File: config.mk
export PLATFORM = sky130hd
export DESIGN_NAME = serial_rx_core
export DESIGN_NICKNAME = d
export VERILOG_FILES = /design/src/rtl/srx_pkg.sv /design/src/rtl/srx_sync.sv /design/src/rtl/srx_framer.sv /design/src/rtl/srx_regs.sv /design/src/rtl/serial_rx_core.sv
export SDC_FILE = /design/constraint.sdc
export NUM_CORES = 1
export LEC_CHECK = 0
export BUFFER_PORTS_ARGS = -buffer_cell sky130_fd_sc_hd__buf_2
export CORE_MARGIN = 10
export CORE_UTILIZATION = 50
export DETAILED_ROUTE_END_ITERATION = 10
export PLACE_DENSITY = 0.79
export RECOVER_POWER = 25
export SLEW_MARGIN = 20
export SYNTH_ARGS = -nofsm -noshare
export SYNTH_HDL_FRONTEND = slang
export SYNTH_SLANG_ARGS = --single-unit
File: constraint.sdc
create_clock -name clk -period 2.4 [get_ports clk]
set_input_delay 0.24 -clock clk [delete_from_list [all_inputs] [get_ports clk]]
set_output_delay 0.24 -clock clk [all_outputs]
set_load 0.02 [all_outputs]
File: src/rtl/srx_pkg.sv
package srx_pkg;

   typedef enum logic [1:0] {
      ST_IDLE,
      ST_START,
      ST_DATA,
      ST_STOP
   } srx_state_e;

   typedef struct packed {
      logic overrun;
      logic noise;
      logic framing;
   } srx_err_t;

endpackage

File: src/rtl/srx_sync.sv
module srx_sync #(
   parameter int STAGES = 2
) (
   input  logic clk,
   input  logic rst_n,
   input  logic d_i,
   output logic q_o
);

   generate
      if (STAGES == 0) begin : g_bypass
         assign q_o = d_i;
      end else begin : g_chain
         logic [STAGES-1:0] chain_q;
         always_ff @(posedge clk or negedge rst_n) begin
            if (!rst_n) begin
               chain_q <= '1;
            end else if (STAGES == 1) begin
               chain_q[0] <= d_i;
            end else begin
               chain_q <= {chain_q[STAGES-2:0], d_i};
            end
         end
         assign q_o = chain_q[STAGES-1];
      end
   endgenerate

endmodule

File: src/rtl/srx_framer.sv
module srx_framer
   import srx_pkg::*;
#(
   parameter int DATA_W = 8,
   parameter int OVS    = 16
) (
   input  logic              clk,
   input  logic              rst_n,
   input  logic              tick_i,
   input  logic              line_i,
   output logic              done_o,
   output logic [DATA_W-1:0] char_o,
   output logic              noise_o,
   output logic              frame_err_o
);

   localparam int SUB_W = $clog2(OVS);
   localparam int CNT_W = (DATA_W > 1) ? $clog2(DATA_W) : 1;
   localparam int S_MID = OVS / 2;
   localparam int S_LO  = S_MID - 1;
   localparam int S_HI  = S_MID + 1;

   srx_state_e        state_q;
   logic [SUB_W-1:0]  sub_q;
   logic [CNT_W-1:0]  bit_q;
   logic [1:0]        win_q;
   logic              prev_q;
   logic              noise_acc_q;
   logic [DATA_W-1:0] shreg_q;

   logic eval, vote, unan, bit_end;

   assign eval    = tick_i && (state_q != ST_IDLE) && (sub_q == SUB_W'(S_HI));
   assign bit_end = tick_i && (sub_q == SUB_W'(OVS - 1));
   assign vote    = (win_q[1] & win_q[0]) | (win_q[1] & line_i) | (win_q[0] & line_i);
   assign unan    = (win_q[1] == win_q[0]) && (win_q[0] == line_i);

   always_ff @(posedge clk or negedge rst_n) begin
      if (!rst_n) begin
         state_q     <= ST_IDLE;
         sub_q       <= '0;
         bit_q       <= '0;
         win_q       <= 2'b11;
         prev_q      <= 1'b1;
         noise_acc_q <= 1'b0;
         shreg_q     <= '0;
         done_o      <= 1'b0;
         char_o      <= '0;
         noise_o     <= 1'b0;
         frame_err_o <= 1'b0;
      end else begin
         done_o <= 1'b0;
         if (tick_i) prev_q <= line_i;
         if (state_q == ST_IDLE) begin
            if (tick_i && prev_q && !line_i) begin
               state_q     <= ST_START;
               sub_q       <= SUB_W'(1);
               noise_acc_q <= 1'b0;
            end
         end else if (tick_i) begin
            sub_q <= bit_end ? '0 : sub_q + 1'b1;
            if (sub_q == SUB_W'(S_LO)) win_q[1] <= line_i;
            if (sub_q == SUB_W'(S_MID)) win_q[0] <= line_i;
            if (eval) begin
               noise_acc_q <= noise_acc_q | ~unan;
               case (state_q)
                  ST_START: if (vote) state_q <= ST_IDLE;
                  ST_DATA:  shreg_q <= {vote, shreg_q[DATA_W-1:1]};
                  ST_STOP: begin
                     done_o      <= 1'b1;
                     char_o      <= shreg_q;
                     noise_o     <= noise_acc_q | ~unan;
                     frame_err_o <= ~vote;
                     state_q     <= ST_IDLE;
                  end
                  default: ;
               endcase
            end
            if (bit_end) begin
               if (state_q == ST_START) begin
                  state_q <= ST_DATA;
                  bit_q   <= '0;
               end else if (state_q == ST_DATA) begin
                  bit_q <= bit_q + 1'b1;
                  if (bit_q == CNT_W'(DATA_W - 1)) state_q <= ST_STOP;
               end
            end
         end
      end
   end

   // a start bit that votes high returns the receiver to idle
   a_r6_false_start_drop: assert property (@(posedge clk) disable iff (!rst_n)
      (state_q == ST_START && eval && vote) |=> (state_q == ST_IDLE && !done_o));

   // a split vote inside the data bits is remembered for the frame
   a_r4_noise_capture: assert property (@(posedge clk) disable iff (!rst_n)
      (state_q == ST_DATA && eval && !unan) |=> noise_acc_q);

   // a low stop vote ends the frame with the framing indication
   a_r5_stop_low: assert property (@(posedge clk) disable iff (!rst_n)
      (state_q == ST_STOP && eval && !vote) |=> (done_o && frame_err_o));

   a_done_single: assert property (@(posedge clk) disable iff (!rst_n)
      done_o |=> !done_o);

endmodule

File: src/rtl/srx_regs.sv
module srx_regs
   import srx_pkg::*;
#(
   parameter int DATA_W = 8
) (
   input  logic              clk,
   input  logic              rst_n,
   input  logic              done_i,
   input  logic [DATA_W-1:0] char_i,
   input  logic              noise_i,
   input  logic              frame_err_i,
   input  logic              stat_rd_i,
   input  logic              data_rd_i,
   output logic [3:0]        status_o,
   output logic [DATA_W-1:0] data_o,
   output logic              full_o
);

   srx_err_t          err_q, err_d, arm_q, arm_d;
   logic [DATA_W-1:0] data_q, data_d;
   logic              full_q, full_d;

   always_comb begin
      err_d  = err_q;
      arm_d  = arm_q;
      data_d = data_q;
      full_d = full_q;
      if (data_rd_i) begin
         err_d  = err_q & ~arm_q;
         arm_d  = '0;
         full_d = 1'b0;
      end
      if (stat_rd_i) arm_d = err_q;
      if (done_i) begin
         if (full_q && !data_rd_i) begin
            err_d.overrun = 1'b1;
         end else begin
            data_d        = char_i;
            full_d        = 1'b1;
            err_d.noise   = err_d.noise | noise_i;
            err_d.framing = err_d.framing | frame_err_i;
         end
      end
   end

   always_ff @(posedge clk or negedge rst_n) begin
      if (!rst_n) begin
         err_q  <= '0;
         arm_q  <= '0;
         data_q <= '0;
         full_q <= 1'b0;
      end else begin
         err_q  <= err_d;
         arm_q  <= arm_d;
         data_q <= data_d;
         full_q <= full_d;
      end
   end

   assign status_o = {full_q, err_q.overrun, err_q.noise, err_q.framing};
   assign data_o   = data_q;
   assign full_o   = full_q;

   // a character arriving into an empty register is loaded and marked full
   a_r2_load: assert property (@(posedge clk) disable iff (!rst_n)
      (done_i && !full_q) |=> (full_q && data_q == $past(char_i)));

   // an arrival into a full register keeps the old character and flags overrun
   a_r7_overrun_keep: assert property (@(posedge clk) disable iff (!rst_n)
      (done_i && full_q && !data_rd_i) |=> (err_q.overrun && $stable(data_q)));

   // an armed overrun is cleared by the data read
   a_r8_armed_clear: assert property (@(posedge clk) disable iff (!rst_n)
      (data_rd_i && arm_q.overrun && !done_i) |=> !err_q.overrun);

   // a data read with nothing armed keeps every flag and empties the register
   a_r9_plain_read: assert property (@(posedge clk) disable iff (!rst_n)
      (data_rd_i && !stat_rd_i && arm_q == '0 && !done_i)
      |=> (!full_q && ((err_q & $past(err_q)) == $past(err_q))));

endmodule

File: src/rtl/serial_rx_core.sv
module serial_rx_core #(
   parameter int DATA_W      = 8,
   parameter int OVS         = 16,
   parameter int SYNC_STAGES = 2
) (
   input  logic              clk,
   input  logic              rst_n,
   input  logic              tick_i,
   input  logic              rxd_i,
   input  logic              stat_rd_i,
   input  logic              data_rd_i,
   output logic [3:0]        status_o,
   output logic [DATA_W-1:0] data_o,
   output logic              rx_full_o
);

   generate
      if (OVS < 8 || (OVS % 2) != 0) begin : g_bad_ovs
         $error("serial_rx_core: OVS must be even and at least 8");
      end
      if (DATA_W < 2) begin : g_bad_width
         $error("serial_rx_core: DATA_W must be at least 2");
      end
      if (SYNC_STAGES < 0) begin : g_bad_sync
         $error("serial_rx_core: SYNC_STAGES must not be negative");
      end
   endgenerate

   logic              line;
   logic              done;
   logic [DATA_W-1:0] char_w;
   logic              noise_w, ferr_w;

   srx_sync #(.STAGES(SYNC_STAGES)) u_sync (
      .clk   (clk),
      .rst_n (rst_n),
      .d_i   (rxd_i),
      .q_o   (line)
   );

   srx_framer #(.DATA_W(DATA_W), .OVS(OVS)) u_framer (
      .clk         (clk),
      .rst_n       (rst_n),
      .tick_i      (tick_i),
      .line_i      (line),
      .done_o      (done),
      .char_o      (char_w),
      .noise_o     (noise_w),
      .frame_err_o (ferr_w)
   );

   srx_regs #(.DATA_W(DATA_W)) u_regs (
      .clk         (clk),
      .rst_n       (rst_n),
      .done_i      (done),
      .char_i      (char_w),
      .noise_i     (noise_w),
      .frame_err_i (ferr_w),
      .stat_rd_i   (stat_rd_i),
      .data_rd_i   (data_rd_i),
      .status_o    (status_o),
      .data_o      (data_o),
      .full_o      (rx_full_o)
   );

endmodule

==> reports/metrics.cfg <==
[drt]
vias_per_cell = 5.50
vias = 1325
wl_per_cell_um = 15.7
ant_nets = 0
drt_first_iter_violations = 67
dr.pass1.iters = 4
drc = 0
drt-total-wl_mm = 3.78

[yosys]
synth_cells = 165
ys_ff_latch = 49
async_reset_ff_share_pct = 100
yosysTopAreaCellShare_pct = 49.6
synth-edff-count = 0
yosysUniqueCellTypes = 36
avgSynthCellArea_um2 = 13.5
synthFlopType = dfrtp_1
syn_area_um2 = 2220
synth-seq-area-share_pct = 55.5
ys_top_cells_by_area = dfrtp_1 (50%), mux2_2 (11%), ha_1 (6.2%)
ys_warn_count = 0
synth_top_area_cell = dfrtp_1
syn_nets = 182

[sta]
tns_ns = 0
setup_viol = 0
hold_slack_ns = 0.0395
hold_violations = 0
slew_headroom_pct = 44.4
max_freq_mhz = 489
slew_viol_final = 0
fin_crit_ns = 2.04
period_share_pct = 85.1
tightest_slew_ns = 0.834
rsz0062_at_grt = no
fin_worst_skew_ns = 0.00922

[cells_and_area]
nets = 205
syn_to_final_growth_pct = 11.5
layout-drive-gt1-share_pct = 34.4
n_fill_cell = 347
n_antenna_cell = 0
mostFrequentLayoutCells = dfrtp_1 (44), mux2_2 (22), buf_2 (17), inv_1 (11), ha_1 (11)
final_common_cell = dfrtp_1

[min_path]
worstHoldStart = rxd_i
whs_endpoint = u_sync.g_chain.chain_q[0]$_DFF_PN1_
min_delay_path_depth = 1
min_path_type = in -> reg

[worst_setup_path]
required_ns = 2.59
worstPathArrival_ns = 2.23
regToRegStartpoint = u_framer.state_q[0]$_DFFE_PN0P_
end_kind = register
critPathBufInv = 1
startpoint = u_framer.state_q[0]$_DFFE_PN0P_
crit_chain = inv_1 > ha_1 > and4bb_4 > nand3_2 > mux2_4
critPathKind = reg -> reg
r2r-end = u_framer.char_o[2]$_DFFE_PN0P_
start_kind = register
worst-path-max-fanout = 11
regToRegSetupSlack_ns = 0.36
crit_family = simple AND/OR/NAND/NOR gates
rr_worst_depth = 5
crit_path_top_delay_cell = dfrtp_1
crit_path_max_incr_delay_ns = 0.42

[outcome]
status = finished clean

[clock_tree]
cts.sinks = 49
numCtsBuffers = 5
root_buffer = clkbuf_8
clk_latency_ns = 0.30
cts_buffer_depth = 2
htree_levels = 2
cts_tree = done
path_clk_slew_ns = 0.09

[die]
num_rows = 24
start_util_pct = 51.3
core-area_um2 = 4320
dieArea_um2 = 7500
die_x_um = 86.6
num_io_pins = 19
die_h_um = 86.6

[placement]
port_buffers = 18
hpwl_mm = 2.82
globalplace.congestion = 0.783

[pwr]
powerDensity_nw_per_um2 = 841
p_switching_uw = 625
clkPwrFrac_pct = 28.1
p_int_uw = 1460
max-vdd-ir-drop_mv = 0.521
seqPwrFrac_pct = 51.3
power_frac_comb_pct = 20.6
p_sw_share_pct = 30.0
power_leakage_uw = 0.00126

[flow_run]
drv_cap = 0

[global_route]
grt_usage_pct = 10.7
grt_first_pass_wirelength_mm = 6.59
grt_remaining_overflow = 0
grt_max_degree = 20
first_global_vias = 1362
antenna_found_initial = 0

## what timing repair did
action                                 CTS  global route
resized for setup                        0             0
buffers inserted                         0             0
endpoints found under the hold margin   12             0
hold buffers                             1             0
## per-stage QoR
step | instance area [um^2] | cells | setup WS [ns] | power, uW | utilization (%)
global route | 2470 | 241 | 0.278 | 2210 | 57.2
detailed placement | 2350 | 232 | 0.377 | 1520 | 54.5
floorplan | 2220 | 165 | 0.678 | 1380 | -
global placement | 2350 | 232 | 0.452 | 1490 | 54.5
finish | 2470 | 241 | 0.357 | 2080 | 57.2
CTS | 2480 | 241 | 0.366 | 2100 | 57.3
## cells by family (layout without fill, tap and decap cells)
group / count (synthesis) / count (layout) / synth area share, %
and+or+nand+nor: 31 / 31 / 9.42
AOI/OAI and AO/OA: 27 / 27 / 8.40
buffers and inverters: 16 / 40 / 3.44
muxes: 31 / 31 / 17.0
DFF: 49 / 49 / 55.5
adders and majority gates: 11 / 11 / 6.20
## sequential cells by signal (all words and copies together) (netlist names)
register                count
u_regs.data_o               8
u_framer.char_o             8
u_framer.sub_q              4
u_sync.g_chain.chain_q      2
u_framer.frame_err_o        1
u_framer.done_o             1
u_framer.state_q            2
u_regs.arm_q                3
u_framer.prev_q             1
u_regs.status_o             3
u_framer.bit_q              3
u_framer.shreg_q            8
u_framer.noise_o            1
u_framer.win_q              2
u_framer.noise_acc_q        1
u_regs.full_o               1
## layout make-up
type | instances | area [um^2] | area share, %
clock buffers | 5 | 68.8 | 2.78
flip-flops and latches | 49 | 1230 | 49.8
inverters | 11 | 41.3 | 1.67
multi-input cells | 100 | 911 | 36.8
repair buffers | 21 | 110 | 4.45
clock inverters | 3 | 46.3 | 1.87
well taps | 52 | 65.1 | 2.63
## routing by layer
metal | vias to the layer above | GRT usage [%] | part of all wire [%]
met1 | 652 | 13.6 | 47
met3 | 6 | 3.47 | 4.7
met5 | - | 0 | 0
met4 | 0 | 2.65 | 0.87
li1 | 644 | - | -
met2 | 23 | 17.3 | 47
## synthesized netlist by cell type, types with 2 or more instances
| master | n |
|---|---|
| a211oi_1 | 2 |
| a21oi_1 | 4 |
| a22o_1 | 3 |
| a32o_1 | 3 |
| and4b_1 | 2 |
| buf_4 | 2 |
| dfrtp_1 | 44 |
| dfstp_2 | 5 |
| ha_1 | 11 |
| inv_1 | 11 |
| mux2_2 | 22 |
| mux2_4 | 8 |
| nand2_1 | 7 |
| nand2b_1 | 3 |
| nand3_1 | 4 |
| nor2_1 | 3 |
| nor2b_1 | 2 |
| nor3_1 | 2 |
| o21ai_0 | 7 |
| o22ai_1 | 2 |
| o31ai_1 | 3 |
## power groups by stage
stage	combinational, uW	clock (uW)	sequential [uW]
6_report	429	585	1070
5_1_grt	491	627	1090
4_1_cts	437	596	1070
3_5_place_dp	436	0	1080
3_3_place_gp	420	0	1070
2_1_floorplan	321	0	1060
## worst max-delay path by stage
stage                     slack (ns)  depth (start not counted)                             end
after floorplan                 0.68                          6  u_framer.char_o[0]$_DFFE_PN0P_
after global placement          0.45                          5  u_framer.char_o[1]$_DFFE_PN0P_
after detailed placement        0.38                          5  u_framer.char_o[2]$_DFFE_PN0P_
after CTS                       0.37                          5  u_framer.char_o[2]$_DFFE_PN0P_
after global routing            0.28                          5  u_framer.char_o[5]$_DFFE_PN0P_
final                           0.36                          5  u_framer.char_o[2]$_DFFE_PN0P_
(Power assumes the default switching activity.)
